### config.mk
export PLATFORM = sky130hd
export DESIGN_NAME = adcReadCtl
export DESIGN_NICKNAME = d
export VERILOG_FILES = /design/src/rtl/adcReadPkg.sv /design/src/rtl/adcReadCtrl.sv /design/src/rtl/adcReadPath.sv /design/src/rtl/adcReadCtl.sv
export SDC_FILE = /design/constraint.sdc
export NUM_CORES = 1
export LEC_CHECK = 0
export BUFFER_PORTS_ARGS = -buffer_cell sky130_fd_sc_hd__buf_4
export CORE_ASPECT_RATIO = 0.7
export CORE_MARGIN = 2
export CORE_UTILIZATION = 45
export CTS_CLUSTER_SIZE = 40
export DETAILED_ROUTE_END_ITERATION = 12
export GPL_ROUTABILITY_DRIVEN = 1
export PLACE_DENSITY_LB_ADDON = 0.2
export SYNTH_ARGS = -nofsm -noshare
export SYNTH_HDL_FRONTEND = slang
export SYNTH_SLANG_ARGS = --single-unit
### constraint.sdc
create_clock -name clk -period 3.41 [get_ports clk]
set_input_delay 1.023 -clock clk [delete_from_list [all_inputs] [get_ports clk]]
set_output_delay 1.023 -clock clk [all_outputs]
set_load 0.05 [all_outputs]
### src/rtl/adcReadPkg.sv
package adcReadPkg;

  typedef enum logic [2:0] {
    ST_SHUT,
    ST_WAKE,
    ST_IDLE,
    ST_SETUP,
    ST_HIGH,
    ST_LOW,
    ST_GAP,
    ST_ACQ
  } ctlState_t;

  typedef struct packed {
    logic clear;
    logic shift;
    logic finish;
    logic shortSel;
  } pathStrobe_t;

endpackage

### src/rtl/adcReadCtrl.sv
module adcReadCtrl
  import adcReadPkg::*;
#(
  parameter int DATA_W     = 10,
  parameter int SUB_W      = 2,
  parameter int LEAD_ZEROS = 3,
  parameter int MIN_HALF   = 8,
  parameter int DIV_W      = 8,
  parameter int WAKE_W     = 18,
  parameter int CS_HIGH_CYC = 6,
  parameter int ACQ_CYC    = 40
) (
  input  logic              clk,
  input  logic              rstN,
  input  logic              startReq,
  input  logic              abortReq,
  input  logic              shdnReq,
  input  logic              shortMode,
  input  logic [DIV_W-1:0]  halfDiv,
  input  logic [WAKE_W-1:0] wakeCycles,
  output logic              csN,
  output logic              sclk,
  output logic              shdnN,
  output logic              idle,
  output pathStrobe_t       strobe
);

  localparam int SHORT_CLKS = LEAD_ZEROS + DATA_W;
  localparam int BYTE_CLKS  = LEAD_ZEROS + DATA_W + SUB_W + 1;
  localparam int BIT_W      = $clog2(BYTE_CLKS + 1);

  ctlState_t         state, nextState;
  logic [DIV_W-1:0]  halfCnt, halfLat, halfEff;
  logic [BIT_W-1:0]  bitCnt, lastClk;
  logic [WAKE_W-1:0] waitCnt;
  logic              shortLat;
  logic              inXfer, abortHit;
  logic [7:0]        gapSeen;

  assign halfEff  = (halfDiv < DIV_W'(MIN_HALF)) ? DIV_W'(MIN_HALF) : halfDiv;
  assign lastClk  = shortLat ? BIT_W'(SHORT_CLKS) : BIT_W'(BYTE_CLKS);
  assign inXfer   = (state == ST_SETUP) || (state == ST_HIGH) || (state == ST_LOW);
  assign abortHit = inXfer && abortReq;

  always_comb begin
    nextState       = state;
    strobe.clear    = 1'b0;
    strobe.shift    = 1'b0;
    strobe.finish   = 1'b0;
    strobe.shortSel = shortLat;
    unique case (state)
      ST_SHUT:  if (!shdnReq) nextState = ST_WAKE;
      ST_WAKE: begin
        if (shdnReq)            nextState = ST_SHUT;
        else if (waitCnt == '0) nextState = ST_IDLE;
      end
      ST_IDLE: begin
        if (shdnReq) nextState = ST_SHUT;
        else if (startReq) begin
          nextState    = ST_SETUP;
          strobe.clear = 1'b1;
        end
      end
      ST_SETUP, ST_LOW: begin
        if (abortHit) nextState = ST_ACQ;
        else if (halfCnt == '0) begin
          nextState    = ST_HIGH;
          strobe.shift = 1'b1;
        end
      end
      ST_HIGH: begin
        if (abortHit) nextState = ST_ACQ;
        else if (halfCnt == '0) begin
          if (bitCnt == lastClk) begin
            nextState     = ST_GAP;
            strobe.finish = 1'b1;
          end else begin
            nextState = ST_LOW;
          end
        end
      end
      ST_GAP, ST_ACQ: if (waitCnt == '0) nextState = ST_IDLE;
      default: nextState = ST_SHUT;
    endcase
  end

  always_ff @(posedge clk) begin
    if (!rstN) begin
      state    <= ST_SHUT;
      halfCnt  <= '0;
      halfLat  <= DIV_W'(MIN_HALF);
      bitCnt   <= '0;
      waitCnt  <= '0;
      shortLat <= 1'b0;
      csN      <= 1'b1;
      sclk     <= 1'b0;
      shdnN    <= 1'b0;
      idle     <= 1'b0;
    end else begin
      state <= nextState;
      csN   <= !((nextState == ST_SETUP) || (nextState == ST_HIGH) || (nextState == ST_LOW));
      sclk  <= (nextState == ST_HIGH);
      shdnN <= (nextState != ST_SHUT);
      idle  <= (nextState == ST_IDLE);

      if (state == ST_IDLE && nextState == ST_SETUP) begin
        halfLat  <= halfEff;
        shortLat <= shortMode;
        halfCnt  <= halfEff - 1'b1;
        bitCnt   <= '0;
      end else if (nextState != state) begin
        halfCnt <= halfLat - 1'b1;
        if (nextState == ST_HIGH) bitCnt <= bitCnt + 1'b1;
      end else if (halfCnt != '0) begin
        halfCnt <= halfCnt - 1'b1;
      end

      if (state == ST_SHUT && nextState == ST_WAKE)      waitCnt <= wakeCycles;
      else if (nextState == ST_GAP && state != ST_GAP)   waitCnt <= WAKE_W'(CS_HIGH_CYC - 1);
      else if (nextState == ST_ACQ && state != ST_ACQ)   waitCnt <= WAKE_W'(ACQ_CYC - 1);
      else if (waitCnt != '0)                            waitCnt <= waitCnt - 1'b1;
    end
  end

  // Cycles select has been high, saturating; used by the gap check below.
  always_ff @(posedge clk) begin
    if (!rstN)                        gapSeen <= '0;
    else if (!csN)                    gapSeen <= '0;
    else if (gapSeen != 8'hFF)        gapSeen <= gapSeen + 1'b1;
  end

  assert_sclk_low_deselected_R3: assert property (@(posedge clk) disable iff (!rstN)
    csN |-> !sclk);

  assert_no_select_in_shutdown_R2: assert property (@(posedge clk) disable iff (!rstN)
    !shdnN |-> csN);

  assert_abort_release_R9: assert property (@(posedge clk) disable iff (!rstN)
    abortHit |=> (csN && !sclk && state == ST_ACQ));

  assert_min_select_gap_R8: assert property (@(posedge clk) disable iff (!rstN)
    (csN && nextState == ST_SETUP) |-> (int'(gapSeen) >= CS_HIGH_CYC));

endmodule

### src/rtl/adcReadPath.sv
module adcReadPath
  import adcReadPkg::*;
#(
  parameter int DATA_W     = 10,
  parameter int SUB_W      = 2,
  parameter int LEAD_ZEROS = 3
) (
  input  logic              clk,
  input  logic              rstN,
  input  pathStrobe_t       strobe,
  input  logic              adcDout,
  output logic              resValid,
  output logic [DATA_W-1:0] resData,
  output logic [SUB_W-1:0]  resSub
);

  localparam int SHIFT_W = LEAD_ZEROS + DATA_W + SUB_W + 1;

  logic [SHIFT_W-1:0] shiftReg;

  always_ff @(posedge clk) begin
    if (!rstN) begin
      shiftReg <= '0;
      resValid <= 1'b0;
      resData  <= '0;
      resSub   <= '0;
    end else begin
      resValid <= strobe.finish;
      if (strobe.clear)      shiftReg <= '0;
      else if (strobe.shift) shiftReg <= {shiftReg[SHIFT_W-2:0], adcDout};
      if (strobe.finish) begin
        if (strobe.shortSel) begin
          resData <= shiftReg[0 +: DATA_W];
          resSub  <= '0;
        end else begin
          resData <= shiftReg[SUB_W + 1 +: DATA_W];
          resSub  <= shiftReg[1 +: SUB_W];
        end
      end
    end
  end

  assert_valid_single_cycle_R7: assert property (@(posedge clk) disable iff (!rstN)
    resValid |=> !resValid);

  assert_strobes_exclusive_R5: assert property (@(posedge clk) disable iff (!rstN)
    $countones({strobe.clear, strobe.shift, strobe.finish}) <= 1);

endmodule

### src/rtl/adcReadCtl.sv
module adcReadCtl
  import adcReadPkg::*;
#(
  parameter int DATA_W      = 10,
  parameter int SUB_W       = 2,
  parameter int LEAD_ZEROS  = 3,
  parameter int MIN_HALF    = 8,
  parameter int DIV_W       = 8,
  parameter int WAKE_W      = 18,
  parameter int CS_HIGH_CYC = 6,
  parameter int ACQ_CYC     = 40
) (
  input  logic              clk,
  input  logic              rstN,
  input  logic              startReq,
  input  logic              abortReq,
  input  logic              shdnReq,
  input  logic              shortMode,
  input  logic [DIV_W-1:0]  halfDiv,
  input  logic [WAKE_W-1:0] wakeCycles,
  input  logic              adcDout,
  output logic              adcCsN,
  output logic              adcSclk,
  output logic              adcShdnN,
  output logic              idle,
  output logic              resValid,
  output logic [DATA_W-1:0] resData,
  output logic [SUB_W-1:0]  resSub
);

  pathStrobe_t strobe;

  adcReadCtrl #(
    .DATA_W(DATA_W), .SUB_W(SUB_W), .LEAD_ZEROS(LEAD_ZEROS), .MIN_HALF(MIN_HALF),
    .DIV_W(DIV_W), .WAKE_W(WAKE_W), .CS_HIGH_CYC(CS_HIGH_CYC), .ACQ_CYC(ACQ_CYC)
  ) ctrl (
    .clk(clk), .rstN(rstN), .startReq(startReq), .abortReq(abortReq),
    .shdnReq(shdnReq), .shortMode(shortMode), .halfDiv(halfDiv),
    .wakeCycles(wakeCycles), .csN(adcCsN), .sclk(adcSclk), .shdnN(adcShdnN),
    .idle(idle), .strobe(strobe)
  );

  adcReadPath #(
    .DATA_W(DATA_W), .SUB_W(SUB_W), .LEAD_ZEROS(LEAD_ZEROS)
  ) path (
    .clk(clk), .rstN(rstN), .strobe(strobe), .adcDout(adcDout),
    .resValid(resValid), .resData(resData), .resSub(resSub)
  );

endmodule

==> out/qor.log <==
[sta] total count of max-transition violations in the final report 0
[layout] number of nets in the layout 513
[global_route] grt peak-use layer met1
[sta] time the worst path needs with I/O delays and setup 3220 ps
[global_route] number of global-route vias before repair 3,004
[synth] synthesized instance count 416
[die] core area 0.00794 mm2
[detailed_routing] DRT iter0 DRCs 188
[detailed_routing] average vias per placed instance 5.51
[global_route] global-route wire length before repair 15,000 um
[worst_setup_path] largest stage delay on the critical path 570 ps
[min_path] type of the worst min-delay path reg2reg
[synth] number of nets in the synthesized netlist 452
[synth] ranking of synthesized cells by instance count dfxtp_1, nor2_1, nand2_1
[sta] maximum clock skew at final layout 5.56 ps
[cts] clk buf depth 2
[cts] number of cells upsized or downsized after cts 0
[cts] H-tree lvl count 3
[detailed_routing] number of iterations in the first detailed-routing pass 4
[detailed_routing] detailed-route via count 3,214
[sta] final count of negative-setup-slack endpoints 0
[synth] prevailing post-synth register cell dfxtp_1
[worst_setup_path] critical path's most frequent cell mux2i_1
[cts] total CTS buffers 9
[worst_setup_path] Setup CP Type reg2reg
[die] floorplan die height 80.2 um
[sta] setup slack after layout 189 ps
[detailed_routing] DRC violation count after routing 0
[place] HPWL reported at the end of detailed placement 6300 um
[synth] top area cells in the synthesized netlist dfxtp_1, mux2i_1, nor2_1, nand2_1, xnor2_1
[global_route] largest net degree at the start of global routing 35
[synth] top-count cell post-synth dfxtp_1
[detailed_routing] number of routed nets with antenna violations 0
[pwr] PwrDens 558 mW/mm2
[cts] clock root buffer clkbuf_16
[worst_setup_path] required time of the critical path 3680 ps
[worst_setup_path] list of cells traversed by the critical path or4_4, and4bb_4, and2_4, a211oi_4, o21ai_4, buf_4, mux2i_1, o221ai_1, nor4_1, mux2i_1
[global_route] met1 usage 30.0%
[worst_setup_path] endpoint arrival time on the critical path 3490 ps
[outcome] outcome complete, no violations
[sta] setup TNS after final layout 0 ps
[sta] pin slew with the least headroom to its limit 636 ps
[global_route] total overflow reported by the global router 0
[die] floorplan die area 0.00905 mm2
[worst_setup_path] highest net fanout along the worst path 9
[layout] fraction of final layout cells with drive strength greater than 1 22.0%
[die] Rows 27
[die] boundary pin count 50
[synth] post-synth cell types 55
[synth] sequential cell area fraction in the yosys report 39.2%
[place] quantity of I/O buffers inserted on ports 49
[sta] unrepaired setup endpoints after global routing false
[sta] final hold viol count 0
[run] reported max-cap violation count 0
[worst_setup_path] critical path startpoint category flip-flop
[global_route] grt met2 use 29.8%
[global_route] GRT met3 Usage 6.94%
[pwr] cell leakage power 1.92 nW
[cts] later-pin clock latency in the skew report 340 ps
[synth] fraction of synthesized cell area taken by the top area cell type 39.2%
[cts] TritonCTS clock tree done
[cts] Setup Buffers After CTS 0
[sta] worst slew slack as a fraction of its limit 57.5%
[pwr] worst vdd ir 0.000340 V
[synth] EDFF count, synth 0
[synth] post-synth design cell area 0.00373 mm2
[cts] CTS Sinks 73
[layout] # diodes 0
[sta] crit share post-route 94.5%
[sta] maximum achievable frequency 310 MHz
[place] Place WS -19.6 ps
[synth] fraction of registers with async set or reset after synthesis 0%
[synth] Syn Area/Cell 8.97 um2
[worst_setup_path] crit path capture type flip-flop
[synth] cell type with the largest total area after synthesis dfxtp_1
[place] final estimated routing congestion in global placement 0.821
[cts] Worst-path clk slew 60 ps
[die] effective utilization at floorplan 47.0%
[die] Die Span X 113 um
[detailed_routing] total wire length 8950 um
[synth] Seq cells post-synth 73
[layout] utilization after layout 58.2%
[synth] Yosys warning count 0
[global_route] initial antenna violation count 0
[layout] synthesis-to-layout area growth 23.9%
[detailed_routing] average wire per cell in the routed design 15.4 um
[global_route] global-route total usage across every layer 21.1%
[cts] hold buffers post-CTS 0
[worst_setup_path] slowest CP cell or4_4
path summary, 6_finish.rpt:
path	startpoint	to	slack, ps	cells past startpoint
max	ctrl.waitCnt[11]	ctrl.halfCnt[7]	190	10
min	path.resSub[0]	path.resSub[0]	460	2
max reg2reg	ctrl.waitCnt[11]	ctrl.halfCnt[7]	190	10
min reg2reg	path.resSub[0]	path.resSub[0]	460	2
critical path: cells and delay by family (launching register included):
kind / cells / cell delay, ps
simple gates: 4 / 1490
buf+inv: 1 / 220
mux: 2 / 560
flops: 1 / 350
compound gates: 3 / 520
logic make-up (layout without fill, tap and decap cells):
kind of cell | Yosys count | in the layout | share of synthesized area (%)
compound gates | 93 | 93 | 19.8
xor+xnor | 25 | 25 | 5.87
fa+ha+maj | 3 | 3 | 1.01
buf+inv | 28 | 94 | 3.29
flops | 73 | 73 | 39.2
mux | 31 | 31 | 8.31
simple gates | 163 | 163 | 22.6
metal layers:
layer	vias up	share of wire, %
met3	7	6.1
met1	1507	50
met4	0	0.97
met2	90	43
li1	1610	-
met5	-	0
layout make-up:
class,instances,area (um2)
fill,704,3320
timing repair buffer,73,561
sequential,73,1460
clock buffer,13,260
clock inverter,3,15.0
inverter,5,18.8
multi-input combinational,315,2180
tap,101,126
layout by cell type (no fill, tap or decap), types with 8 or more instances in the layout:
cell	count
o211a_1	11
o21ai_0	10
nand3b_1	8
nor3_1	10
a21boi_0	9
mux2i_1	31
clkbuf_16	9
buf_4	72
dfxtp_1	73
xnor2_1	14
a21oi_1	12
a22oi_1	15
nor2_1	50
xor2_1	11
nand2_1	43
through the flow:
| stage | hold slack (ps) | power, mW | cells | cell area (um2) |
|---|---|---|---|---|
| global route | 488 | 2.72 | 583 | 4620 |
| CTS | 467 | 2.60 | 583 | 4620 |
| finish | 462 | 2.58 | 583 | 4620 |
| detailed placement | 459 | 1.71 | 567 | 4350 |
| floorplan | 443 | 1.51 | 416 | 3750 |
| global placement | 454 | 1.69 | 567 | 4350 |
sequential cells by signal (all words and copies together), names as in the netlist:
name / flops
ctrl.waitCnt: 18
path.shiftReg: 13
path.resData: 10
ctrl.halfCnt: 8
ctrl.halfLat: 8
ctrl.bitCnt: 5
ctrl.state: 3
path.resSub: 2
ctrl.csN: 1
ctrl.idle: 1
ctrl.sclk: 1
ctrl.shdnN: 1
ctrl.shortLat: 1
path.resValid: 1
power breakdown:
group | leakage, nW | total [mW] | internal, mW | switching (mW)
logic | 1.19 | 0.685 | 0.330 | 0.355
clock network | 0.139 | 0.881 | 0.529 | 0.352
registers | 0.594 | 1.02 | 0.932 | 0.0834
(Power assumes the default switching activity.)
